<file path="src/rtl/ser_pkg.sv">
package ser_pkg;

  localparam int unsigned RATE_W = 2;

  // Clock events in the system domain, one cycle wide.
  typedef struct packed {
    logic fall;
    logic rise;
  } sck_evt_t;

  // System cycles per SCK half period for a divider select.
  function automatic int unsigned half_period(input logic [RATE_W-1:0] sel);
    return 32'd1 << sel;
  endfunction

  // Largest half period any select can ask for.
  function automatic int unsigned max_half_period();
    return 32'd1 << ((32'd1 << RATE_W) - 1);
  endfunction

endpackage

</file>
<file path="src/rtl/ser_clkgen.sv">
module ser_clkgen
  import ser_pkg::*;
#(
  parameter int unsigned SEL_W = RATE_W
) (
  input  logic             clk,
  input  logic             rst_n,
  input  logic             run_i,
  input  logic [SEL_W-1:0] rate_i,
  output logic             sck_o,
  output sck_evt_t         evt_o
);

  localparam int unsigned MAX_HALF = max_half_period();
  localparam int unsigned CNT_W    = $clog2(MAX_HALF) + 1;

  logic [CNT_W-1:0] cnt_q;
  logic [CNT_W-1:0] half;
  logic             sck_q;
  logic             tick;

  assign half = CNT_W'(half_period(rate_i));
  assign tick = run_i && (cnt_q == half - CNT_W'(1));

  always_ff @(posedge clk or negedge rst_n) begin
    if (!rst_n) begin
      cnt_q <= '0;
      sck_q <= 1'b1;
    end else if (!run_i) begin
      cnt_q <= '0;
      sck_q <= 1'b1;
    end else if (tick) begin
      cnt_q <= '0;
      sck_q <= ~sck_q;
    end else begin
      cnt_q <= cnt_q + CNT_W'(1);
    end
  end

  assign sck_o      = sck_q;
  assign evt_o.fall = tick && sck_q;
  assign evt_o.rise = tick && !sck_q;

  // the clock returns to its idle level once a transfer stops
  p_idle_high_r2: assert property (@(posedge clk) disable iff (!rst_n)
    !run_i |=> sck_q);

  // the phase counter never passes the selected half period
  p_cnt_bound_r6: assert property (@(posedge clk) disable iff (!rst_n)
    run_i |-> (cnt_q < half));

endmodule

</file>
<file path="src/rtl/ser_sync.sv">
module ser_sync #(
  parameter int unsigned W       = 2,
  parameter int unsigned STAGES  = 2,
  parameter logic [W-1:0] RST_VAL = '1
) (
  input  logic         clk,
  input  logic         rst_n,
  input  logic [W-1:0] d_i,
  output logic [W-1:0] q_o
);

  logic [W-1:0] stg_q [STAGES];

  always_ff @(posedge clk or negedge rst_n) begin
    if (!rst_n) begin
      for (int i = 0; i < STAGES; i++) stg_q[i] <= RST_VAL;
    end else begin
      stg_q[0] <= d_i;
      for (int i = 1; i < STAGES; i++) stg_q[i] <= stg_q[i-1];
    end
  end

  assign q_o = stg_q[STAGES-1];

endmodule

</file>
<file path="src/rtl/ser_core.sv">
module ser_core
  import ser_pkg::*;
#(
  parameter int unsigned DATA_W = 8
) (
  input  logic              clk,
  input  logic              rst_n,
  input  sck_evt_t          evt_i,
  input  logic              sdi_i,
  input  logic [DATA_W-1:0] tx_data_i,
  input  logic              tx_write_i,
  input  logic              start_i,
  input  logic              rx_read_i,
  output logic [DATA_W-1:0] rx_data_o,
  output logic              busy_o,
  output logic              done_o,
  output logic              sdo_o
);

  localparam int unsigned CNT_W = (DATA_W > 1) ? $clog2(DATA_W) : 1;
  localparam logic [CNT_W-1:0] LAST = CNT_W'(DATA_W - 1);

  logic [DATA_W-1:0] txbuf_q, shreg_q, rxbuf_q;
  logic [CNT_W-1:0]  bitcnt_q;
  logic              busy_q, done_q, sdo_q;

  // Named internal events
  logic              accept_start, accept_wr;
  logic              shift_fall, shift_rise, last_rise;
  logic [DATA_W-1:0] load_val, shifted;

  assign accept_start = start_i && !busy_q;
  assign accept_wr    = tx_write_i && !busy_q;
  assign shift_fall   = evt_i.fall && busy_q;
  assign shift_rise   = evt_i.rise && busy_q;
  assign last_rise    = shift_rise && (bitcnt_q == LAST);
  assign load_val     = accept_wr ? tx_data_i : txbuf_q;
  assign shifted      = {shreg_q[DATA_W-2:0], sdi_i};

  always_ff @(posedge clk or negedge rst_n) begin
    if (!rst_n) begin
      txbuf_q  <= '0;
      shreg_q  <= '0;
      rxbuf_q  <= '0;
      bitcnt_q <= '0;
      busy_q   <= 1'b0;
      done_q   <= 1'b0;
      sdo_q    <= 1'b1;
    end else begin
      if (accept_wr) txbuf_q <= tx_data_i;
      if (accept_start) begin
        shreg_q  <= load_val;
        bitcnt_q <= '0;
        busy_q   <= 1'b1;
        done_q   <= 1'b0;
      end else begin
        if (shift_fall) sdo_q <= shreg_q[DATA_W-1];
        if (shift_rise) begin
          shreg_q  <= shifted;
          bitcnt_q <= (bitcnt_q == LAST) ? '0 : bitcnt_q + CNT_W'(1);
        end
        if (last_rise) begin
          busy_q  <= 1'b0;
          done_q  <= 1'b1;
          rxbuf_q <= shifted;
        end else if (rx_read_i) begin
          done_q <= 1'b0;
        end
      end
    end
  end

  assign rx_data_o = rxbuf_q;
  assign busy_o    = busy_q;
  assign done_o    = done_q;
  assign sdo_o     = sdo_q;

  // serial output moves only on a falling edge inside a transfer
  p_sdo_on_fall_r3: assert property (@(posedge clk) disable iff (!rst_n)
    !shift_fall |=> $stable(sdo_q));

  // the final rising edge ends the transfer and flags it
  p_last_rise_r5: assert property (@(posedge clk) disable iff (!rst_n)
    last_rise |=> (done_q && !busy_q));

  // complete and busy are never seen together
  p_busy_done_r5: assert property (@(posedge clk) disable iff (!rst_n)
    !(busy_q && done_q));

  // an accepted start clears the complete flag
  p_start_clear_r7: assert property (@(posedge clk) disable iff (!rst_n)
    accept_start |=> (busy_q && !done_q));

  // a read with no completion in the same cycle clears the flag
  p_read_clear_r7: assert property (@(posedge clk) disable iff (!rst_n)
    (rx_read_i && !last_rise) |=> !done_q);

  // writes during a transfer leave the buffer alone
  p_wr_busy_r8: assert property (@(posedge clk) disable iff (!rst_n)
    (tx_write_i && busy_q) |=> $stable(txbuf_q));

  // a start during a transfer does not reset the bit count
  p_start_busy_r8: assert property (@(posedge clk) disable iff (!rst_n)
    (start_i && busy_q && !shift_rise) |=> $stable(bitcnt_q));

endmodule

</file>
<file path="src/rtl/ser_xcvr.sv">
module ser_xcvr
  import ser_pkg::*;
#(
  parameter int unsigned DATA_W      = 8,
  parameter int unsigned SYNC_STAGES = 2
) (
  input  logic              clk,
  input  logic              rst_n,
  input  logic              slave_mode,
  input  logic [RATE_W-1:0] rate_sel,
  input  logic [DATA_W-1:0] tx_data,
  input  logic              tx_write,
  input  logic              start,
  input  logic              rx_read,
  output logic [DATA_W-1:0] rx_data,
  output logic              busy,
  output logic              done,
  input  logic              sck_in,
  output logic              sck_out,
  output logic              sck_oe,
  input  logic              sdi,
  output logic              sdo
);

  sck_evt_t gen_evt, ext_evt, evt;
  logic     gen_run, gen_sck;
  logic     ext_sck, ext_sdi, ext_sck_prev_q;
  logic     sdi_sel;
  logic     busy_w;

  assign gen_run = busy_w && !slave_mode;

  ser_clkgen #(.SEL_W(RATE_W)) u_clkgen (
    .clk    (clk),
    .rst_n  (rst_n),
    .run_i  (gen_run),
    .rate_i (rate_sel),
    .sck_o  (gen_sck),
    .evt_o  (gen_evt)
  );

  ser_sync #(.W(2), .STAGES(SYNC_STAGES), .RST_VAL(2'b11)) u_sync (
    .clk   (clk),
    .rst_n (rst_n),
    .d_i   ({sck_in, sdi}),
    .q_o   ({ext_sck, ext_sdi})
  );

  always_ff @(posedge clk or negedge rst_n) begin
    if (!rst_n) ext_sck_prev_q <= 1'b1;
    else        ext_sck_prev_q <= ext_sck;
  end

  assign ext_evt.fall = ext_sck_prev_q && !ext_sck;
  assign ext_evt.rise = !ext_sck_prev_q && ext_sck;

  assign evt     = slave_mode ? ext_evt : gen_evt;
  assign sdi_sel = slave_mode ? ext_sdi : sdi;

  ser_core #(.DATA_W(DATA_W)) u_core (
    .clk        (clk),
    .rst_n      (rst_n),
    .evt_i      (evt),
    .sdi_i      (sdi_sel),
    .tx_data_i  (tx_data),
    .tx_write_i (tx_write),
    .start_i    (start),
    .rx_read_i  (rx_read),
    .rx_data_o  (rx_data),
    .busy_o     (busy_w),
    .done_o     (done),
    .sdo_o      (sdo)
  );

  assign busy    = busy_w;
  assign sck_out = gen_sck;
  assign sck_oe  = !slave_mode;

  // in follower mode the internal divider never leaves idle
  p_follower_gen_idle_r1: assert property (@(posedge clk) disable iff (!rst_n)
    slave_mode |-> !(gen_evt.fall || gen_evt.rise));

  // external edges while idle never start a transfer
  p_idle_edge_r10: assert property (@(posedge clk) disable iff (!rst_n)
    (!busy_w && !start) |=> !busy_w);

endmodule

</file>
<file path="config.mk">
export PLATFORM = sky130hd
export DESIGN_NAME = ser_xcvr
export DESIGN_NICKNAME = d
export VERILOG_FILES = /design/src/rtl/ser_pkg.sv /design/src/rtl/ser_clkgen.sv /design/src/rtl/ser_sync.sv /design/src/rtl/ser_core.sv /design/src/rtl/ser_xcvr.sv
export SDC_FILE = /design/constraint.sdc
export NUM_CORES = 1
export LEC_CHECK = 0
export BUFFER_PORTS_ARGS = -buffer_cell sky130_fd_sc_hd__buf_2
export CAP_MARGIN = 20
export CORE_ASPECT_RATIO = 0.9
export CORE_MARGIN = 2
export CORE_UTILIZATION = 55
export CTS_CLUSTER_DIAMETER = 40
export DETAILED_ROUTE_END_ITERATION = 7
export PLACE_DENSITY = 0.82
export SLEW_MARGIN = 20
export SYNTH_ARGS = -nofsm -noshare
export SYNTH_HDL_FRONTEND = slang
export SYNTH_SLANG_ARGS = --single-unit
</file>
<file path="constraint.sdc">
create_clock -name clk -period 2.4 [get_ports clk]
set_clock_uncertainty 0.1 [all_clocks]
set_input_delay 0.36 -clock clk [delete_from_list [all_inputs] [get_ports clk]]
set_output_delay 0.36 -clock clk [all_outputs]
set_load 0.1 [all_outputs]
</file>
==> results.ini, run 1 <==
[status]
status = completed

[setup_path]
crit_chain = nor4b_2 -> o31ai_2 -> a2111oi_4 -> nor2_2 -> a311o_1
worstSetupPathType = reg2reg
start_kind = register
crit_family = compound AO/OA/AOI/OAI gates
slowest_stage = a2111oi_4
endpoint_kind = register
critPathBufInv = 0
worstPathArrival_ns = 2.37
required_ns = 2.48
cp_slowest_stage_delay_ns = 0.49
critPathMaxFanout = 10

[power]
finalPower_w = 0.00220
pwr-share-comb_pct = 32.2
vdd_drop_max_mv = 0.565
leakage_nw = 1.04
p_seq_share_pct = 43.1
clkPwrFrac_pct = 24.6
internal_power_w = 0.00136
switching_share_pct = 38.4
pwr_density_cell_nw_per_um2 = 986
switchingPower_w = 0.000845

[yosys]
synth_adder_area_share_pct = 1.97
syn_nets = 179
synthXorXnorAreaFrac_pct = 1.38
syn_area_sq_um = 1910
ys_types = 37
netlist_instances = 158
synth_top_family_by_area = multiplexers
yosys_warnings = 0
synth-seq-cells = 40
synthMuxAreaShare_pct = 15.3
ys_seq_area_share_pct = 52.9
synthSimpleGateAreaFrac_pct = 12.6
synth_compound_area_share_pct = 13.8
avgSynthCellArea_sq_um = 12.1

[run]
maxCapViolCount = 0

[cts]
cts_hold_buf = 0
cts_tree = yes
cts_root_buffer = clkbuf_8
cts.sinks = 40
cts-htree-levels = 2
worstSkewPairLatency_ns = 0.30
cts_made_buffers = 5
clock_path_buffers = 2
cts.clk_slew.worst_paths_ns = 0.07

[detailed_routing]
drc = 0
wl_per_cell_um = 17.3
drtAntennaViolNets = 0
viasPerCell = 5.86
via_count = 1390
wirelength_um = 4100
drtIter0Drc = 73
drt_pass1_iterations = 4

[grt]
antenna_found_initial = 0
grt_start_max_net_pins = 41
track_usage_pct = 24.3
grt_pass1_wl_um = 6900
overflow = 0
grt_pass1_vias = 1450

[cells_and_area]
seq_area_sq_um = 1010
multi_input_area_sq_um = 873
syn_to_final_growth_pct = 17.0
fillers = 262
post-route-util_pct = 66.6
diodes = 0
finalNetCount = 213
final_layout_size_suffix_gt1_share_pct = 42.0

[floorplanning]
initial_utilization_pct = 56.9
die_area_sq_um = 3960
die_w_um = 66.1
io_pins = 31
dieHeight_um = 59.9
core_sq_um = 3350
rows = 20

[timing]
final_max_slew_viol_count = 0
rsz0062_at_grt = true
worstMarginPinSlew_ns = 0.852
maxClockFrequency_mhz = 437
tns_ns = 0
finalHoldViolations = 0
period_share_pct = 95.5
post-route-min-period_ns = 2.29
setup_viol = 0
relSlewSlack_pct = 43.2

[place]
post-dp-hpwl_um = 2990
port_buffers = 30
place_congestion = 0.828

[min_path]
hold_path.class = in2reg

## power by group through the flow
stage / Clock (W) / Sequential, W / Combinational [W]
after global placement: 0 / 0.000945 / 0.000676
final: 0.000543 / 0.000950 / 0.000710
after global routing: 0.000580 / 0.000972 / 0.000755
after detailed placement: 0 / 0.000959 / 0.000708
after CTS: 0.000549 / 0.000947 / 0.000712
after floorplan: 0 / 0.00122 / 0.000280
## flip-flops by register name, indices dropped and copies added (netlist names), 2 cells and up
name,cells
u_core.rx_data_o,8
u_sync.q_o,2
u_sync.stg_q,2
u_core.shreg_q,8
u_core.bitcnt_q,3
u_clkgen.cnt_q,4
u_core.txbuf_q,8
## cells in the mapped netlist, drive strengths merged
cell type,number,share of area [%]
or3,7,2.3
buf,2,0.46
and4,1,0.46
mux2,26,15
clkbuf,4,0.79
nand2,13,2.6
o31ai,1,0.66
dfstp,7,9.6
inv,4,0.79
a2111oi,3,2.4
nor3b,1,0.39
nand3,3,0.79
a311o,2,1.0
dfrtp,33,43
o211ai,7,2.8
nor2,8,1.7
xor2,1,0.46
and2,3,0.98
o31a,1,0.46
a21oi,3,0.79
nand4,1,0.33
nor4b,1,0.79
nand2b,1,0.33
ha,3,2.0
a31o,1,0.46
nand3b,2,0.79
a22oi,8,3.1
and4bb,1,0.66
nor2b,1,0.33
nor3,1,0.26
o21ai,5,1.5
xnor2,2,0.92
a2111o,1,0.59
## cell usage in the layout (no fill, tap or decap), types with 2 or more instances in the layout
cell | synthesis | routed
and2_1 | 3 | 3
nor2_1 | 7 | 7
or3_1 | 7 | 7
nand3_1 | 3 | 3
nand3b_1 | 2 | 2
buf_4 | 0 | 3
ha_1 | 3 | 3
nand2_1 | 13 | 13
mux2_2 | 26 | 26
a2111oi_0 | 2 | 2
o211ai_1 | 7 | 7
xnor2_1 | 2 | 2
dfstp_2 | 7 | 7
a22oi_1 | 8 | 8
a21oi_1 | 3 | 3
buf_2 | 1 | 30
dfrtp_1 | 33 | 33
inv_1 | 4 | 4
clkbuf_8 | 0 | 5
o21ai_0 | 4 | 4
a311o_1 | 2 | 2
## cell families after synthesis
| kind of cell | after synthesis |
|---|---|
| AOI/OAI and AO/OA | 32 |
| muxes | 26 |
| adders and majority gates | 3 |
| and+or+nand+nor | 44 |
| DFF | 40 |
| buffers and inverters | 10 |
| xor gates and xnor gates | 3 |
## metal layers
metal  up-vias  global-route usage [%]  routed length (um)
met3         6                    6.78                 212
met5         -                       0                   0
met4         0                    10.2                  70
met1       697                    30.8                1760
li1        650                       -                   -
met2        37                    39.7                2060
## worst paths after layout
path / endpoint / slack (ns) / from / cells past startpoint
min: u_sync.stg_q[3] / 0.06 / sck_in / 1
max in group asynchronous: u_core.shreg_q[6] / 1.60 / rst_n / 1
min reg2reg: u_sync.q_o[0] / 0.26 / u_sync.stg_q[2] / 0
min in group asynchronous: u_core.shreg_q[7] / 0.07 / rst_n / 1
max reg2reg: u_core.bitcnt_q[1] / 0.11 / u_clkgen.cnt_q[2] / 5
max: u_core.bitcnt_q[1] / 0.11 / u_clkgen.cnt_q[2] / 5
## repair_timing
item | in CTS | in global routing
resized for setup | 0 | 1
setup buffers | 0 | 0
endpoints found under the setup margin | 0 | 8
## metrics by stage
stage          instances  hold slack, ns  worst slack, ns  area [sq um]
2_1_floorplan        158         -0.0356           0.0986          1910
3_3_place_gp         229           0.246            0.134          2120
3_5_place_dp         229           0.249           0.0356          2120
4_1_cts              237          0.0631           0.0289          2230
5_1_grt              237          0.0582          -0.0119          2230
6_report             237          0.0634            0.109          2230
## layout make-up
class / instances / area share, %
clock inverter: 2 / 1.57
sequential: 40 / 45.2
inverter: 4 / 0.672
clock buffer: 6 / 3.25
tap: 44 / 2.46
multi-input combinational: 108 / 39.1
timing repair buffer: 33 / 7.73
No activity file was read; power rests on OpenSTA's default activity.
==> run 2: changes to the inputs <==
--- a/config.mk
+++ b/config.mk
@@ -9,11 +9,12 @@
 export CAP_MARGIN = 20
 export CORE_ASPECT_RATIO = 0.9
 export CORE_MARGIN = 2
-export CORE_UTILIZATION = 55
+export CORE_UTILIZATION = 54
 export CTS_CLUSTER_DIAMETER = 40
 export DETAILED_ROUTE_END_ITERATION = 7
-export PLACE_DENSITY = 0.82
+export PLACE_DENSITY = 0.81
 export SLEW_MARGIN = 20
 export SYNTH_ARGS = -nofsm -noshare
 export SYNTH_HDL_FRONTEND = slang
+export SYNTH_HIERARCHICAL = 1
 export SYNTH_SLANG_ARGS = --single-unit
==> run 2 against run 1 <==
Net effect: the flow now finishes with violations (setup timing); sequential power rose by 2%; power fell by 1.1%; hold slack got worse by 0.042 ns; flip-flop and latch count did not move; synthesized cell count fell by 14%; highest routed layer unchanged.
==> results.ini, run 2 <==
[status]
status = finished with violations
violations = setup timing

[place]
place_inst = 209
port_buffers = 30
post-dp-hpwl_um = 2340
place_congestion = 0.820

[cts]
clock_path_buffers = 2
cts-htree-levels = 2
cts_made_buffers = 5
cts_tree = yes
cts.clk_slew.worst_paths_ns = 0.12
worstSkewPairLatency_ns = 0.34
cts.sinks = 40
cts_root_buffer = clkbuf_4

[cells_and_area]
multi_input_area_sq_um = 717
fillers = 241
syn_to_final_growth_pct = 18.4
instances_no_fill = 220
seq_area_sq_um = 1010
diodes = 0
mostFrequentLayoutCells = dfrtp_1 (32), buf_2 (30), mux2_2 (14)
final_common_cell = dfrtp_1
finalNetCount = 198
final_layout_size_suffix_gt1_share_pct = 44.9

[yosys]
synthFlopType = dfrtp_1
synth_top_area_share_pct = 46.8
syn_area_sq_um = 1760
syn_nets = 157
synth_top_family_by_area = multiplexers
yosysMostFrequentCell = dfrtp_1
avgSynthCellArea_sq_um = 13.0
ys_async_sr_fraction_pct = 100
synth_top_area_cell = dfrtp_1
synth_adder_area_share_pct = 2.13
synth_area_leaders = dfrtp_1 (47%), mux2_2 (11%), dfstp_2 (10%)
synthMuxAreaShare_pct = 16.2
synthTopCellsByCount = dfrtp_1 (33), mux2_2 (17), mux2i_1 (8), dfstp_2 (7), inv_1 (7)
synth_compound_area_share_pct = 9.86
synthSimpleGateAreaFrac_pct = 9.50
synthXorXnorAreaFrac_pct = 0.993
synth_edf_count = 0
netlist_instances = 136
ys_seq_area_share_pct = 57.2
yosys_warnings = 6
synth-seq-cells = 40
ys_types = 35

[floorplanning]
initial_utilization_pct = 57.1
rows = 19
io_pins = 31
die_w_um = 64.3
die_area_sq_um = 3740
dieHeight_um = 58.2
core_sq_um = 3090

[detailed_routing]
drt_pass1_iterations = 4
wirelength_um = 3290
wl_per_cell_um = 15.0
viasPerCell = 5.40
drtAntennaViolNets = 0
drtIter0Drc = 54
via_count = 1188
drc = 0

[timing]
rsz0062_at_grt = true
relSlewSlack_pct = 43.0
worstMarginPinSlew_ns = 0.856
maxClockFrequency_mhz = 404
final_max_slew_viol_count = 0
setup_viol = 15
period_share_pct = 103
post-route-min-period_ns = 2.47
finalHoldViolations = 0
setup_ws_ns = -0.0737
hold_ws_ns = 0.0211

[setup_path]
slowest_stage = or4_4
cp_slowest_stage_delay_ns = 0.53
worstSetupPathType = reg2reg
critPathMaxFanout = 7
worstPathArrival_ns = 2.60
crit_chain = or4_4 -> a211oi_4 -> a41oi_2 -> nor3b_2 -> a22o_1 -> buf_6 -> mux2_2 -> a21o_1
endpoint_kind = register
required_ns = 2.53
start_kind = register

[min_path]
hold_path.class = in2async

[grt]
grt_pass1_vias = 1264
overflow = 0
track_usage_pct = 20.3
antenna_found_initial = 0
grt_pass1_wl_um = 5840
grt_start_max_net_pins = 41

[power]
leakage_nw = 1.05
pwr_density_cell_nw_per_um2 = 1040
vdd_drop_max_mv = 0.951

[run]
maxCapViolCount = 0

run 2: cells by family after synthesis:
| kind of cell | Yosys count |
|---|---|
| buffers and inverters | 13 |
| XOR/XNOR | 2 |
| AND/OR/NAND/NOR | 28 |
| AO/OA/AOI/OAI | 24 |
| adder cells (fa/ha/maj) | 3 |
| multiplexers | 26 |
| flip-flops | 40 |
run 2: final timing paths:
check / start / to / slack, ns / cells past startpoint
max in group asynchronous: rst_n / u_core/busy_o / 1.58 / 1
worst min register to register: u_sync/stg_q[2] / u_sync/q_o[0] / 0.26 / 0
worst min-delay path: rst_n / u_core/shreg_q[3] / 0.02 / 1
min in group clk: sdi / u_sync/stg_q[2] / 0.02 / 1
worst max register to register: u_clkgen/cnt_q[1] / u_core/shreg_q[6] / -0.07 / 8
worst max-delay path: u_clkgen/cnt_q[1] / u_core/shreg_q[6] / -0.07 / 8
run 2: report_power, final:
group,internal (W),switching (W)
clock,0.000113,0.000210
sequential,0.000849,0.000116
combinational,0.000258,0.000633
run 2: layer usage:
metal,vias to the layer above,track usage [%],share of wire [%]
met2,35,34.4,49
met4,0,4.56,0.24
li1,568,-,-
met5,-,0,0
met1,583,27.2,46
met3,2,4.66,4.2
run 2: area by class of cell:
class                      instances  share of cell area, %
timing repair buffer              39                   10.7
multi-input combinational         83                   34.3
clock inverter                     2                  0.599
tap                               42                   2.52
sequential                        40                   48.4
inverter                           8                   1.44
clock buffer                       6                   1.98
run 2: per-stage QoR:
stage	instance area [sq um]	utilization, %	setup TNS [ns]	power (W)	worst slack, ns
floorplan	1780	-	-0.208	0.00165	-0.0545
global placement	1980	64.0	-1.83	0.00180	-0.134
detailed placement	1980	64.0	-3.99	0.00183	-0.273
CTS	2080	67.2	-1.24	0.00219	-0.108
global route	2090	67.6	-2.29	0.00229	-0.148
finish	2090	67.6	-0.526	0.00218	-0.0737
run 2: what timing repair did:
action,in CTS,in global routing
pin swaps,5,3
setup endpoints to repair,19,20
hold buffers,1,0
setup buffers,1,1
endpoints found under the hold margin,1,0
resized for setup,6,1
run 2: critical path: cells and delay by family (launching register included):
kind / cells / cell delay [ns]
buf+inv: 1 / 0.15
flops: 1 / 0.39
simple gates: 2 / 0.72
compound gates: 4 / 0.68
mux: 1 / 0.33
==> run 3: changes to the inputs <==
--- a/config.mk
+++ b/config.mk
@@ -12,6 +12,7 @@
 export CORE_UTILIZATION = 54
 export CTS_CLUSTER_DIAMETER = 40
 export DETAILED_ROUTE_END_ITERATION = 7
+export MAX_ROUTING_LAYER = met4
 export PLACE_DENSITY = 0.81
 export SLEW_MARGIN = 20
 export SYNTH_ARGS = -nofsm -noshare
==> run 3 against run 2 <==
Net effect: the flow still finishes with violations (setup timing); die area is the same; flip-flop and latch count unchanged; count of clock-buffer cells in the layout is the same; largest cell class unchanged; critical path depth unchanged; critical path type unchanged.
==> results.ini, run 3 (synthesis gave the netlist of run 2 again) <==
[floorplanning]
initial_utilization_pct = 57.1
die_w_um = 64.3
rows = 19
dieHeight_um = 58.2
io_pins = 31
core_sq_um = 3090
die_area_sq_um = 3740

[timing]
tns_ns = -0.507
finalHoldViolations = 0
setup_ws_ns = -0.0709
worstMarginPinSlew_ns = 0.847
maxClockFrequency_mhz = 405
post-route-min-period_ns = 2.47
relSlewSlack_pct = 43.5
setup_viol = 15
rsz0062_at_grt = true
final_max_slew_viol_count = 0
period_share_pct = 103

[cells_and_area]
final_common_cell = dfrtp_1
final_layout_size_suffix_gt1_share_pct = 44.9
finalNetCount = 198
instances_no_fill = 220
mostFrequentLayoutCells = dfrtp_1 (32), buf_2 (30), mux2_2 (14)
syn_to_final_growth_pct = 18.4
diodes = 0

[cts]
clock_path_buffers = 2
cts_made_buffers = 5
cts_root_buffer = clkbuf_4
cts_tree = yes
worstSkewPairLatency_ns = 0.34
cts.clk_slew.worst_paths_ns = 0.12
cts.sinks = 40
cts-htree-levels = 2

[setup_path]
worstSetupPathType = reg2reg
required_ns = 2.54
rrSetupSlack_ns = -0.07
r2r-start = u_clkgen/cnt_q[1]
critPathMaxFanout = 7
crit_chain = or4_4 -> a211oi_4 -> a41oi_2 -> nor3b_2 -> a22o_1 -> buf_6 -> mux2_2 -> a21o_1
slowest_stage = or4_4
cp_slowest_stage_delay_ns = 0.53
endpoint_kind = register
worstPathArrival_ns = 2.61
start_kind = register
r2r-end = u_core/shreg_q[6]
reg2reg_depth = 8

[status]
violations = setup timing
status = finished with violations

[detailed_routing]
met3_length_um = 129
viasPerCell = 5.37
drt_pass1_iterations = 4
dr_wl_met2_um = 1610
wl_met1_um = 1520
wirelength_um = 3300
wl_per_cell_um = 15.0
drtAntennaViolNets = 0
drc = 0
dr.max_layer_used = met4
drtIter0Drc = 56
via_count = 1182

[place]
place_inst = 209
place_congestion = 0.832
port_buffers = 30
post-dp-hpwl_um = 2340
place_ws_ns = -0.273

[power]
vdd_drop_max_mv = 0.952
finalPower_w = 0.00218
pwr_density_cell_nw_per_um2 = 1050
leakage_nw = 1.05

[grt]
antenna_found_initial = 0
grt_pass1_vias = 1256
overflow = 0
track_usage_pct = 21.0
grt_pass1_wl_um = 5870
grt_start_max_net_pins = 41

[run]
maxCapViolCount = 0

[min_path]
hold_path.class = in2async

==> run 3: cell counts in the layout (fill, tap and decap cells not counted) <==
Identical to the previous run, type by type.
==> run 3: layout make-up <==
| cell class | count | area, sq um |
|---|---|---|
| timing repair buffer | 39 | 224 |
| tap | 42 | 52.6 |
| clock inverter | 2 | 12.5 |
| multi-input combinational | 83 | 717 |
| fill | 241 | 1000 |
| clock buffer | 6 | 41.3 |
| inverter | 8 | 30.0 |
| sequential | 40 | 1010 |
==> run 3: power breakdown <==
group          leakage (nW)  switching, W  internal (W)
combinational         0.546      0.000632      0.000258
clock                0.0282      0.000212      0.000113
sequential            0.476      0.000120      0.000849
total                  1.05      0.000964       0.00122
==> run 3: how the worst max path moves through the flow <==
stage          slack (ns)                  to               from
2_1_floorplan       -0.05  u_core/bitcnt_q[1]  u_clkgen/cnt_q[0]
3_3_place_gp        -0.13  u_core/bitcnt_q[1]        rate_sel[1]
3_5_place_dp        -0.27  u_core/bitcnt_q[2]        rate_sel[1]
4_1_cts             -0.11  u_core/bitcnt_q[2]  u_clkgen/cnt_q[1]
5_1_grt             -0.15  u_core/bitcnt_q[2]  u_clkgen/cnt_q[1]
6_report            -0.07   u_core/shreg_q[6]  u_clkgen/cnt_q[1]
==> run 3: worst max-delay path: cells and delay by family, from the launching register on <==
kind                   cells  cell delay (ns)
AND/OR/NAND/NOR            2             0.72
AO/OA/AOI/OAI              4             0.68
flip-flops                 1             0.39
multiplexers               1             0.33
buffers and inverters      1             0.15
==> run 3: layer usage <==
layer / up-vias / GRT usage (%)
met5: - / -
met4: 0 / 4.56
met3: 4 / 4.66
met2: 28 / 34.2
met1: 582 / 27.4
li1: 568 / -
==> run 3: timing repair <==
item                                   in CTS  in global routing
pin swaps                                   5                  3
setup buffers                               1                  1
gates resized for setup                     6                  1
endpoints found under the hold margin       1                  0
hold buffers                                1                  0
setup endpoints to repair                  19                 20
==> run 3: per-stage QoR <==
| stage | hold slack [ns] | instance area, sq um | util [%] |
|---|---|---|---|
| finish | 0.00866 | 2090 | 67.6 |
| global route | 0.00691 | 2090 | 67.6 |
| CTS | 0.000760 | 2080 | 67.2 |
| detailed placement | 0.249 | 1980 | 64.0 |
| global placement | 0.246 | 1980 | 64.0 |
| floorplan | -0.0356 | 1780 | - |
